**src/rtl/acm_pkg.sv**
```systemverilog
package acm_pkg;
  localparam int OP_W = 3;

  typedef enum logic [2:0] {
    BUS_NONE = 3'b000,
    BUS_AR   = 3'b001,
    BUS_PC   = 3'b010,
    BUS_DR   = 3'b011,
    BUS_AC   = 3'b100,
    BUS_IR   = 3'b101,
    BUS_TR   = 3'b110,
    BUS_MEM  = 3'b111
  } bus_src_e;

  localparam int OPC_LOAD  = 2;
  localparam int OPC_STORE = 3;
  localparam int OPC_JUMP  = 4;
  localparam int OPC_CALL  = 5;
  localparam int OPC_NONMR = 7;
endpackage

```
**src/rtl/acm_seq_timer.sv**
```systemverilog
module acm_seq_timer #(
  parameter int SC_W = 4,
  localparam int T_N = 2 ** SC_W
) (
  input  logic           clk,
  input  logic           rst_n,
  input  logic           clr,
  output logic [T_N-1:0] t_onehot
);
  logic [SC_W-1:0] sc_q;
  logic [SC_W-1:0] sc_d;

  always_comb begin
    if (clr) sc_d = '0;
    else     sc_d = sc_q + 1'b1;
  end

  always_ff @(posedge clk or negedge rst_n) begin
    if (!rst_n) sc_q <= '0;
    else        sc_q <= sc_d;
  end

  for (genvar g = 0; g < T_N; g++) begin : g_tdec
    assign t_onehot[g] = (sc_q == SC_W'(g));
  end
endmodule

```
**src/rtl/acm_op_decode.sv**
```systemverilog
module acm_op_decode #(
  parameter int OP_W = 3,
  localparam int D_N = 2 ** OP_W
) (
  input  logic [OP_W-1:0] op,
  output logic [D_N-1:0]  dec
);
  for (genvar g = 0; g < D_N; g++) begin : g_odec
    assign dec[g] = (op == OP_W'(g));
  end
endmodule

```
**src/rtl/acm_bus_mux.sv**
```systemverilog
module acm_bus_mux
  import acm_pkg::*;
#(
  parameter int ADDR_W = 12,
  parameter int WORD_W = 16
) (
  input  bus_src_e            sel,
  input  logic [ADDR_W-1:0]   ar,
  input  logic [ADDR_W-1:0]   pc,
  input  logic [WORD_W-1:0]   dr,
  input  logic [WORD_W-1:0]   ac,
  input  logic [WORD_W-1:0]   ir,
  input  logic [WORD_W-1:0]   tr,
  input  logic [WORD_W-1:0]   mem,
  output logic [WORD_W-1:0]   bus
);
  localparam int PAD_W = WORD_W - ADDR_W;

  always_comb begin
    unique case (sel)
      BUS_AR:  bus = {{PAD_W{1'b0}}, ar};
      BUS_PC:  bus = {{PAD_W{1'b0}}, pc};
      BUS_DR:  bus = dr;
      BUS_AC:  bus = ac;
      BUS_IR:  bus = ir;
      BUS_TR:  bus = tr;
      BUS_MEM: bus = mem;
      default: bus = '0;
    endcase
  end
endmodule

```
**src/rtl/acm_sequencer.sv**
```systemverilog
module acm_sequencer
  import acm_pkg::*;
#(
  parameter int ADDR_W = 12,
  parameter int WORD_W = 16,
  parameter int SC_W   = 4,
  localparam int T_N   = 2 ** SC_W,
  localparam int D_N   = 2 ** OP_W
) (
  input  logic              clk,
  input  logic              rst_n,
  input  logic              ien_set,
  input  logic              flag_in,
  input  logic              flag_out,
  input  logic [WORD_W-1:0] mem_rdata,
  output logic [ADDR_W-1:0] mem_addr,
  output logic [WORD_W-1:0] mem_wdata,
  output logic              mem_we,
  output logic [2:0]        bus_sel,
  output logic [T_N-1:0]    t_state,
  output logic [ADDR_W-1:0] prog_cnt,
  output logic [WORD_W-1:0] accum,
  output logic              irq_cycle
);
  logic [ADDR_W-1:0] ar_q, ar_d, pc_q, pc_d;
  logic [WORD_W-1:0] ir_q, ir_d, dr_q, dr_d, ac_q, ac_d, tr_q, tr_d;
  logic              i_q, i_d, r_q, r_d, ien_q, ien_d;
  logic [WORD_W-1:0] bus;
  logic [D_N-1:0]    dop;
  logic [T_N-1:0]    t;
  bus_src_e          sel;
  logic              sc_clr;

  acm_seq_timer #(.SC_W(SC_W)) u_timer (
    .clk(clk), .rst_n(rst_n), .clr(sc_clr), .t_onehot(t)
  );

  acm_op_decode #(.OP_W(OP_W)) u_opdec (
    .op(ir_q[WORD_W-2 -: OP_W]), .dec(dop)
  );

  acm_bus_mux #(.ADDR_W(ADDR_W), .WORD_W(WORD_W)) u_bus (
    .sel(sel), .ar(ar_q), .pc(pc_q), .dr(dr_q), .ac(ac_q),
    .ir(ir_q), .tr(tr_q), .mem(mem_rdata), .bus(bus)
  );

  // decoded control terms
  logic fetch0, fetch1, dec2, int0, int1, int2, ind3, nonmr3;
  logic ld4, ld5, st4, jmp4, call4, call5, idle4, memref;

  always_comb begin
    memref = ~dop[OPC_NONMR];
    fetch0 = ~r_q & t[0];
    fetch1 = ~r_q & t[1];
    dec2   = ~r_q & t[2];
    int0   =  r_q & t[0];
    int1   =  r_q & t[1];
    int2   =  r_q & t[2];
    ind3   = memref & i_q & t[3];
    nonmr3 = dop[OPC_NONMR] & t[3];
    ld4    = dop[OPC_LOAD]  & t[4];
    ld5    = dop[OPC_LOAD]  & t[5];
    st4    = dop[OPC_STORE] & t[4];
    jmp4   = dop[OPC_JUMP]  & t[4];
    call4  = dop[OPC_CALL]  & t[4];
    call5  = dop[OPC_CALL]  & t[5];
    idle4  = memref & t[4] & ~(dop[OPC_LOAD] | dop[OPC_STORE] |
                               dop[OPC_JUMP] | dop[OPC_CALL]);
  end

  // bus source selection
  always_comb begin
    if (fetch0 | int0 | call4)        sel = BUS_PC;
    else if (fetch1 | ind3 | ld4)     sel = BUS_MEM;
    else if (dec2)                    sel = BUS_IR;
    else if (ld5)                     sel = BUS_DR;
    else if (st4)                     sel = BUS_AC;
    else if (jmp4 | call5)            sel = BUS_AR;
    else if (int1)                    sel = BUS_TR;
    else                              sel = BUS_NONE;
  end

  // next-state logic
  always_comb begin
    ar_d  = ar_q;
    pc_d  = pc_q;
    ir_d  = ir_q;
    dr_d  = dr_q;
    ac_d  = ac_q;
    tr_d  = tr_q;
    i_d   = i_q;
    r_d   = r_q;
    ien_d = ien_q;

    if (fetch0 | dec2 | ind3) ar_d = bus[ADDR_W-1:0];
    else if (int0)            ar_d = '0;
    else if (call4)           ar_d = ar_q + 1'b1;

    if (fetch1 | int2)        pc_d = pc_q + 1'b1;
    else if (jmp4 | call5)    pc_d = bus[ADDR_W-1:0];
    else if (int1)            pc_d = '0;

    if (fetch1) ir_d = bus;
    if (ld4)    dr_d = bus;
    if (ld5)    ac_d = bus;
    if (int0)   tr_d = bus;
    if (dec2)   i_d  = ir_q[WORD_W-1];

    if (int2) r_d = 1'b0;
    else if (~(t[0] | t[1] | t[2]) & ien_q & (flag_in | flag_out)) r_d = 1'b1;

    if (int2)         ien_d = 1'b0;
    else if (ien_set) ien_d = 1'b1;

    sc_clr = nonmr3 | ld5 | st4 | jmp4 | call5 | idle4 | int2;
  end

  always_ff @(posedge clk or negedge rst_n) begin
    if (!rst_n) begin
      ar_q  <= '0;
      pc_q  <= '0;
      ir_q  <= '0;
      dr_q  <= '0;
      ac_q  <= '0;
      tr_q  <= '0;
      i_q   <= 1'b0;
      r_q   <= 1'b0;
      ien_q <= 1'b0;
    end else begin
      ar_q  <= ar_d;
      pc_q  <= pc_d;
      ir_q  <= ir_d;
      dr_q  <= dr_d;
      ac_q  <= ac_d;
      tr_q  <= tr_d;
      i_q   <= i_d;
      r_q   <= r_d;
      ien_q <= ien_d;
    end
  end

  assign mem_addr  = ar_q;
  assign mem_wdata = bus;
  assign mem_we    = st4 | call4 | int1;
  assign bus_sel   = sel;
  assign t_state   = t;
  assign prog_cnt  = pc_q;
  assign accum     = ac_q;
  assign irq_cycle = r_q;
endmodule

```
**config.mk**
```make
export PLATFORM = sky130hd
export DESIGN_NAME = acm_sequencer
export DESIGN_NICKNAME = d
export VERILOG_FILES = /design/src/rtl/acm_pkg.sv /design/src/rtl/acm_seq_timer.sv /design/src/rtl/acm_op_decode.sv /design/src/rtl/acm_bus_mux.sv /design/src/rtl/acm_sequencer.sv
export SDC_FILE = /design/constraint.sdc
export NUM_CORES = 1
export LEC_CHECK = 0
export BUFFER_PORTS_ARGS = -buffer_cell sky130_fd_sc_hd__buf_2
export CAP_MARGIN = 20
export CORE_UTILIZATION = 40
export DETAILED_ROUTE_END_ITERATION = 8
export GPL_ROUTABILITY_DRIVEN = 1
export MAX_ROUTING_LAYER = met4
export PLACE_DENSITY = 0.59
export SETUP_SLACK_MARGIN = 0.4
export SLEW_MARGIN = 10
export SYNTH_ARGS = -nofsm -noshare
export SYNTH_HDL_FRONTEND = slang
export SYNTH_SLANG_ARGS = --single-unit
```
**constraint.sdc**
```tcl
create_clock -name clk -period 3.6 [get_ports clk]
set_input_delay 0.72 -clock clk [delete_from_list [all_inputs] [get_ports clk]]
set_output_delay 0.72 -clock clk [all_outputs]
set_load 0.01 [all_outputs]
```
-- Yosys cells after proc, flatten, opt, wreduce, memory -nomap -nowiden
Index checks and enable logic that the tools add are counted.
- memory bits (writable): 0
- input port bits: 21
- logic and storage cells: 109
- latch bits: 0
- output and inout bits: 77
- memories kept: 0
- bits in read-only memories: 0
- register bits after elaboration: 95
- bitwise logic cells: 45
- div/mod/pow operators: 0
- muxes and demuxes: 19
- $mul: 0
- reduce and logical (&&, ||, !) cells: 5
- shift operators: 0
- add/subtract/negate cells: 3
- equality and inequality tests: 27
- magnitude comparators: 0
- operator list (operator ; count):
    one-hot mux 16 bit (7 select lines) ; 1
    two-way mux 12 bit ; 6
    == test 4 bit (second input constant) ; 8
    adder 12 x 1 -> 12 bit (second input constant) ; 2
    OR 1 bit ; 22
    == test 3 bit (second input constant) ; 7
    two-way mux 3 bit ; 7
    AND 1 bit ; 19
    == test 4 x 3 -> 1 bit (second input constant) ; 4
    == test 3 x 2 -> 1 bit (second input constant) ; 4
    == test 4 x 2 -> 1 bit (second input constant) ; 2
    nonzero test 3 bit ; 2
    adder 4 x 1 -> 4 bit (second input constant) ; 1
    == test 4 x 1 -> 1 bit (second input constant) ; 1
    zero test 4 bit ; 1
    two-way mux 1 bit ; 4
    two-way mux 4 bit ; 1
    NOT 1 bit ; 4
    nonzero test 2 bit ; 2
    == test 3 x 1 -> 1 bit (second input constant) ; 1

-- Depth between registers and ports, before layout
- depth in word-level cells: 13
- mapped depth: 11
- depth with buffers taken out: 8

-- Modules after synthesis
Synthesis repeated with hierarchy kept, for this count alone.
- cell total of the unflattened synthesis: 520
- area, all modules: 5570.3 um^2
- modules (own cells, without submodules) (module ; cells an instance ; times used ; area each (um^2) ; sequential area each (um^2)):
    acm_sequencer ; 348 ; 1 ; 4221.5 ; 2277.2
    acm_bus_mux ; 124 ; 1 ; 922.1 ; 0.0
    acm_seq_timer ; 40 ; 1 ; 361.6 ; 100.1
    acm_op_decode ; 8 ; 1 ; 65.1 ; 0.0

-- Worst setup path before layout
OpenSTA, ideal clock, no wires.
- path kind: reg-to-output
- start point: register u_timer.sc_q[0]
- end point: output port mem_wdata[12]
- path slack: 412 ps
- data required time: 2880 ps
- data arrival time: 2468 ps
- path buffers: 1
- cell stages (with the launch flop): 10
- cell sequence: dfrtp_1 -> inv_1 -> ha_1 -> or4b_4 -> o21ai_1 -> nor3_1 -> and3b_1 -> buf_2 -> a222oi_1 -> nand2_1
- cells in the longest elaborated chain, start to end: 11
- elaborated cells on any way between the ends: 38
- classes of those cells: eq/ne (12); mux (8); bitwise (17); reduce/logical (1)
- RTL lines (element ; line ; text):
    start: declaration ; acm_seq_timer.sv:10 ; logic [SC_W-1:0] sc_q;
    start signal: assignment ; acm_seq_timer.sv:19 ; if (!rst_n) sc_q <= '0;
    start signal: assignment ; acm_seq_timer.sv:20 ; else sc_q <= sc_d;
    == test 4 x 3 -> 1 bit / == test 4 x 1 -> 1 bit (equally long branches) ; acm_seq_timer.sv:24 ; assign t_onehot[g] = (sc_q == SC_W'(g));
    AND 1 bit, on equally long branches ; acm_sequencer.sv:64, acm_sequencer.sv:57, acm_sequencer.sv:66 ;
    OR 1 bit / two-way mux 3 bit (equally long branches) ; acm_sequencer.sv:78, acm_sequencer.sv:79 ;
    two-way mux 3 bit ; acm_sequencer.sv:78 ; else if (jmp4 | call5) sel = BUS_AR;
    two-way mux 3 bit ; acm_sequencer.sv:77 ; else if (st4) sel = BUS_AC;
    two-way mux 3 bit ; acm_sequencer.sv:76 ; else if (ld5) sel = BUS_DR;
    two-way mux 3 bit ; acm_sequencer.sv:75 ; else if (dec2) sel = BUS_IR;
    two-way mux 3 bit ; acm_sequencer.sv:74 ; else if (fetch1 | ind3 | ld4) sel = BUS_MEM;
    two-way mux 3 bit (*) ; acm_sequencer.sv:73 ; if (fetch0 | int0 | call4) sel = BUS_PC;
    == test 3 bit, or another cell as far along ; acm_bus_mux.sv:20 ; unique case (sel)
    one-hot mux 16 bit (7 select lines) (*) ; acm_bus_mux.sv:20 ;
    end: declaration ; acm_sequencer.sv:17 ; output logic [WORD_W-1:0] mem_wdata,
Mark *: on every way between the ends. The rest lies on a longest branch, timed or not.

-- Final worst setup path
- start point: register u_timer.sc_q[2]
- end point: output port mem_wdata[7]
The elaborated chain is that of the path after synthesis.

==> results.tsv <==
stage	metric	value	unit
global_routing	maximum_number_of_pins_on_one_net_before_global_route_repair	58	
clock_tree	clock_sinks	95	
timing	slew-limit-headroom	0.306	
place	place.port_buffers	97	
timing	setup_violations	0	
finish	final_layout_size_suffix_gt1_frac	0.364	
yosys	synth-compound-area-share	0.295	
worst_setup_path	r2r_end	mem_addr[5]	
floorplanning	die_extent_in_x	121	um
finish	final_nets	831	
routing	finalWirelength	21100	um
worst_setup_path	timing_worst_setup_path_type	reg -> out	
clock_tree	buffer_cell_driving_the_clock_tree_root	sky130_fd_sc_hd__clkbuf_16	
timing	postLayoutSetupSlackWorst	86.0	ps
floorplanning	ios	98	
yosys	synthesis.area	0.00562	mm^2
yosys	synth_xor_xnor_area_share	0.0171	
timing	highest_attainable_clock_frequency	285	MHz
yosys	synth_simple_gate_area_share	0.200	
timing	slew_viol_final	0	
worst_setup_path	worst-endpoint-arrival	2790	ps
routing	number_of_detailed_route_iterations_in_the_first_pass	5	
routing	via_count	5987	
yosys	async_flop_share	1.00	
finish	layout.cells.most_common_list	92 x sky130_fd_sc_hd__dfrtp_1, 91 x sky130_fd_sc_hd__buf_2, 83 x sky130_fd_sc_hd__buf_4	
floorplanning	design.core.area	0.0135	mm^2
yosys	synth_mux_area_frac	0.0169	
job	cap_violations	0	
place	gp_routability_congestion	0.929	
global_routing	first_global_vias	5431	
clock_tree	path_clk_slew	70	ps
worst_setup_path	critPathRequiredTime	2880	ps
yosys	synth_enable_flop_cells	0	
routing	drtAntennaViolNets	0	
timing	post-route-min-period	3510	ps
power_and_ir_drop	power.ir.vdd_worst	0.327	mV
floorplanning	start_util	0.418	
worst_setup_path	launching_point_of_the_worst_reg2reg_path	u_timer.sc_q[0]	
worst_setup_path	critPathMaxFanout	4	
clock_tree	cts_inserted_buffers	9	
clock_tree	cts_hold_buffers	0	
place	place_hpwl	14000	um
routing	routed_wirelength_normalized_by_instance_count	21.4	um
global_routing	gr_ovfl_total	0	
yosys	register_bit_count_reported_by_yosys	95	
finish	syn2layout_area_growth	39.8	%
timing	rsz0062_at_grt	true	
global_routing	globalRouteTotalUtil	0.304	
floorplanning	die_h	121	um
yosys	synth_top_family_by_area	compound AO/OA/AOI/OAI gates	
timing	min_period_over_period	0.976	
finish	layout.cells.most_common	sky130_fd_sc_hd__dfrtp_1	
global_routing	grt_pass1_wl	32000	um
yosys	synthesis.yosys.warnings	0	
floorplanning	die_area	0.0145	mm^2
timing	worst_clock_skew	7.46	ps
floorplanning	num_rows	42	
min_path	min_path_type	in -> async	
worst_setup_path	regToRegSetupSlack	730	ps
place	place_ws	141	ps
yosys	post_synthesis_cells	630	
routing	vias_per_cell	6.08	
worst_setup_path	worstSetupStartpointType	flop	
timing	finalHoldViolations	0	
global_routing	grt_antenna_before_repair	0	
worst_setup_path	cp-end-kind	output pin	
worst_setup_path	r2r.worst_path.cells	11	
power_and_ir_drop	leakage	3.61	nW
clock_tree	tritoncts_clock_tree	built	
clock_tree	clock_tree.buffer_depth	2	
clock_tree	ctsHtreeMaxLevel	3	
yosys	syn_nets	657	
routing	drt_drc_violations_left	0	
finish	number_of_antenna_repair_diodes	0	
clock_tree	clock_latency_reported_for_the_late_side_of_the_worst_skew_pair	360	ps
yosys	synth_ff_type	sky130_fd_sc_hd__dfrtp_1	
power_and_ir_drop	powerDensity	904	mW/mm^2
timing	worstMarginPinSlew	1040	ps
status	run_status	complete, no violations	
yosys	sequential_fraction_of_the_synthesis_area	0.423	
power_and_ir_drop	finalPower	7.10	mW
routing	drt_iter0_drc	725	
yosys	yosys.area_share.adder	0.0134	
timing	timing.setup.tns	0	ps
yosys	unique_masters_post_synth	70	
yosys	post_synth.cell_area_avg	8.92	um^2
## repair_timing
item,in CTS,in global routing
endpoints found under the setup margin,16,17
gates resized for setup,76,33
pin swaps,40,21
cloned,3,0
hold endpoints to repair,0,0
setup buffers,39,17
## worst max-delay path: stages (launching register included)
cell and delay, ps:
sky130_fd_sc_hd__dfrtp_1 440, sky130_fd_sc_hd__buf_4 160, sky130_fd_sc_hd__or4b_4 560, sky130_fd_sc_hd__a21boi_4 180, sky130_fd_sc_hd__buf_6 140, sky130_fd_sc_hd__a2111oi_4 320, sky130_fd_sc_hd__buf_4 200, sky130_fd_sc_hd__a221o_1 180
sky130_fd_sc_hd__a211oi_2 60, sky130_fd_sc_hd__inv_1 100, sky130_fd_sc_hd__buf_6 100
## per-layer routing
layer,wire [um],GRT usage,up-vias,share of wire
met3,1580,0.0354,50,0.075
met4,703,0.138,0,0.033
met1,9310,0.434,2947,0.44
met5,0,-,-,0
met2,9500,0.432,289,0.45
li1,-,-,2701,-
## worst max path at each step
stage	from	to	slack, ps	cells after the start
after global placement	u_timer.sc_q[0]	mem_wdata[9]	190	9
after floorplan	u_timer.sc_q[0]	mem_wdata[12]	410	9
after detailed placement	u_timer.sc_q[0]	mem_wdata[9]	140	9
after CTS	u_timer.sc_q[0]	mem_wdata[7]	110	11
after global routing	u_timer.sc_q[0]	mem_wdata[9]	30	11
final	u_timer.sc_q[2]	mem_wdata[7]	90	10
## synth_stat cells, drive strengths merged (3+ instances only)
master / n / area share
clkbuf: 25 / 0.017
ha: 6 / 0.013
a21boi: 5 / 0.0087
o211ai: 4 / 0.0053
and2: 16 / 0.018
or3: 4 / 0.0045
dfrtp: 95 / 0.42
a22oi: 9 / 0.012
a2bb2oi: 3 / 0.0047
buf: 14 / 0.014
xor2: 6 / 0.0094
a221o: 6 / 0.011
nor2b: 10 / 0.011
a221oi: 5 / 0.014
o21ai: 64 / 0.057
a222oi: 9 / 0.016
o221ai: 4 / 0.0073
nor3: 6 / 0.0053
inv: 7 / 0.0047
o22ai: 7 / 0.0078
a21oi: 51 / 0.046
o211a: 3 / 0.0053
and3: 15 / 0.017
mux2: 4 / 0.0080
o21a: 6 / 0.0080
or3b: 3 / 0.0047
nor2: 54 / 0.037
nand3: 15 / 0.013
a211oi: 10 / 0.019
a32oi: 6 / 0.0094
nand2: 83 / 0.055
xnor2: 5 / 0.0078
a22o: 8 / 0.012
nand2b: 4 / 0.0045
a21o: 5 / 0.0067
mux2i: 5 / 0.0089
and4: 5 / 0.0078
a31oi: 21 / 0.023
## final cells by class
type	instances	area (um^2)
inverters	7	33.8
fillers	1206	5600
clock inverters	2	38.8
clock buffers	13	260
flip-flops and latches	95	2380
repair buffers	201	1490
well taps	176	220
multi-input cells	490	3430
## state kept, by name, summed over array words and instances, names as in the netlist
| register | flops |
|---|---|
| tr_q | 16 |
| prog_cnt | 12 |
| mem_addr | 12 |
| u_timer.sc_q | 4 |
| irq_cycle | 1 |
| i_q | 1 |
| accum | 16 |
| dr_q | 16 |
| ir_q | 16 |
| ien_q | 1 |
## metrics by stage
step	util	instance area [um^2]	cells	hold WS [ps]
2_1_floorplan	-	5620	630	424
3_3_place_gp	0.486	6540	910	459
3_5_place_dp	0.486	6540	910	468
4_1_cts	0.562	7560	967	487
5_1_grt	0.584	7850	984	519
6_report	0.584	7850	984	443
## cells by family (layout without fill, tap and decap cells)
family / Yosys count / count (layout)
AOI/OAI and AO/OA: 235 / 236
buffers and inverters: 46 / 223
DFF: 95 / 95
muxes: 9 / 9
and+or+nand+nor: 228 / 228
xor gates and xnor gates: 11 / 11
adders and majority gates: 6 / 6
## power breakdown
part | total [mW] | internal, mW | leakage, nW | switching, mW
clock network | 1.02 | 0.577 | 0.146 | 0.441
registers | 1.93 | 1.48 | 1.15 | 0.449
logic | 4.15 | 1.86 | 2.32 | 2.29
total | 7.10 | 3.92 | 3.61 | 3.18
No activity file was read; power rests on OpenSTA's default activity.
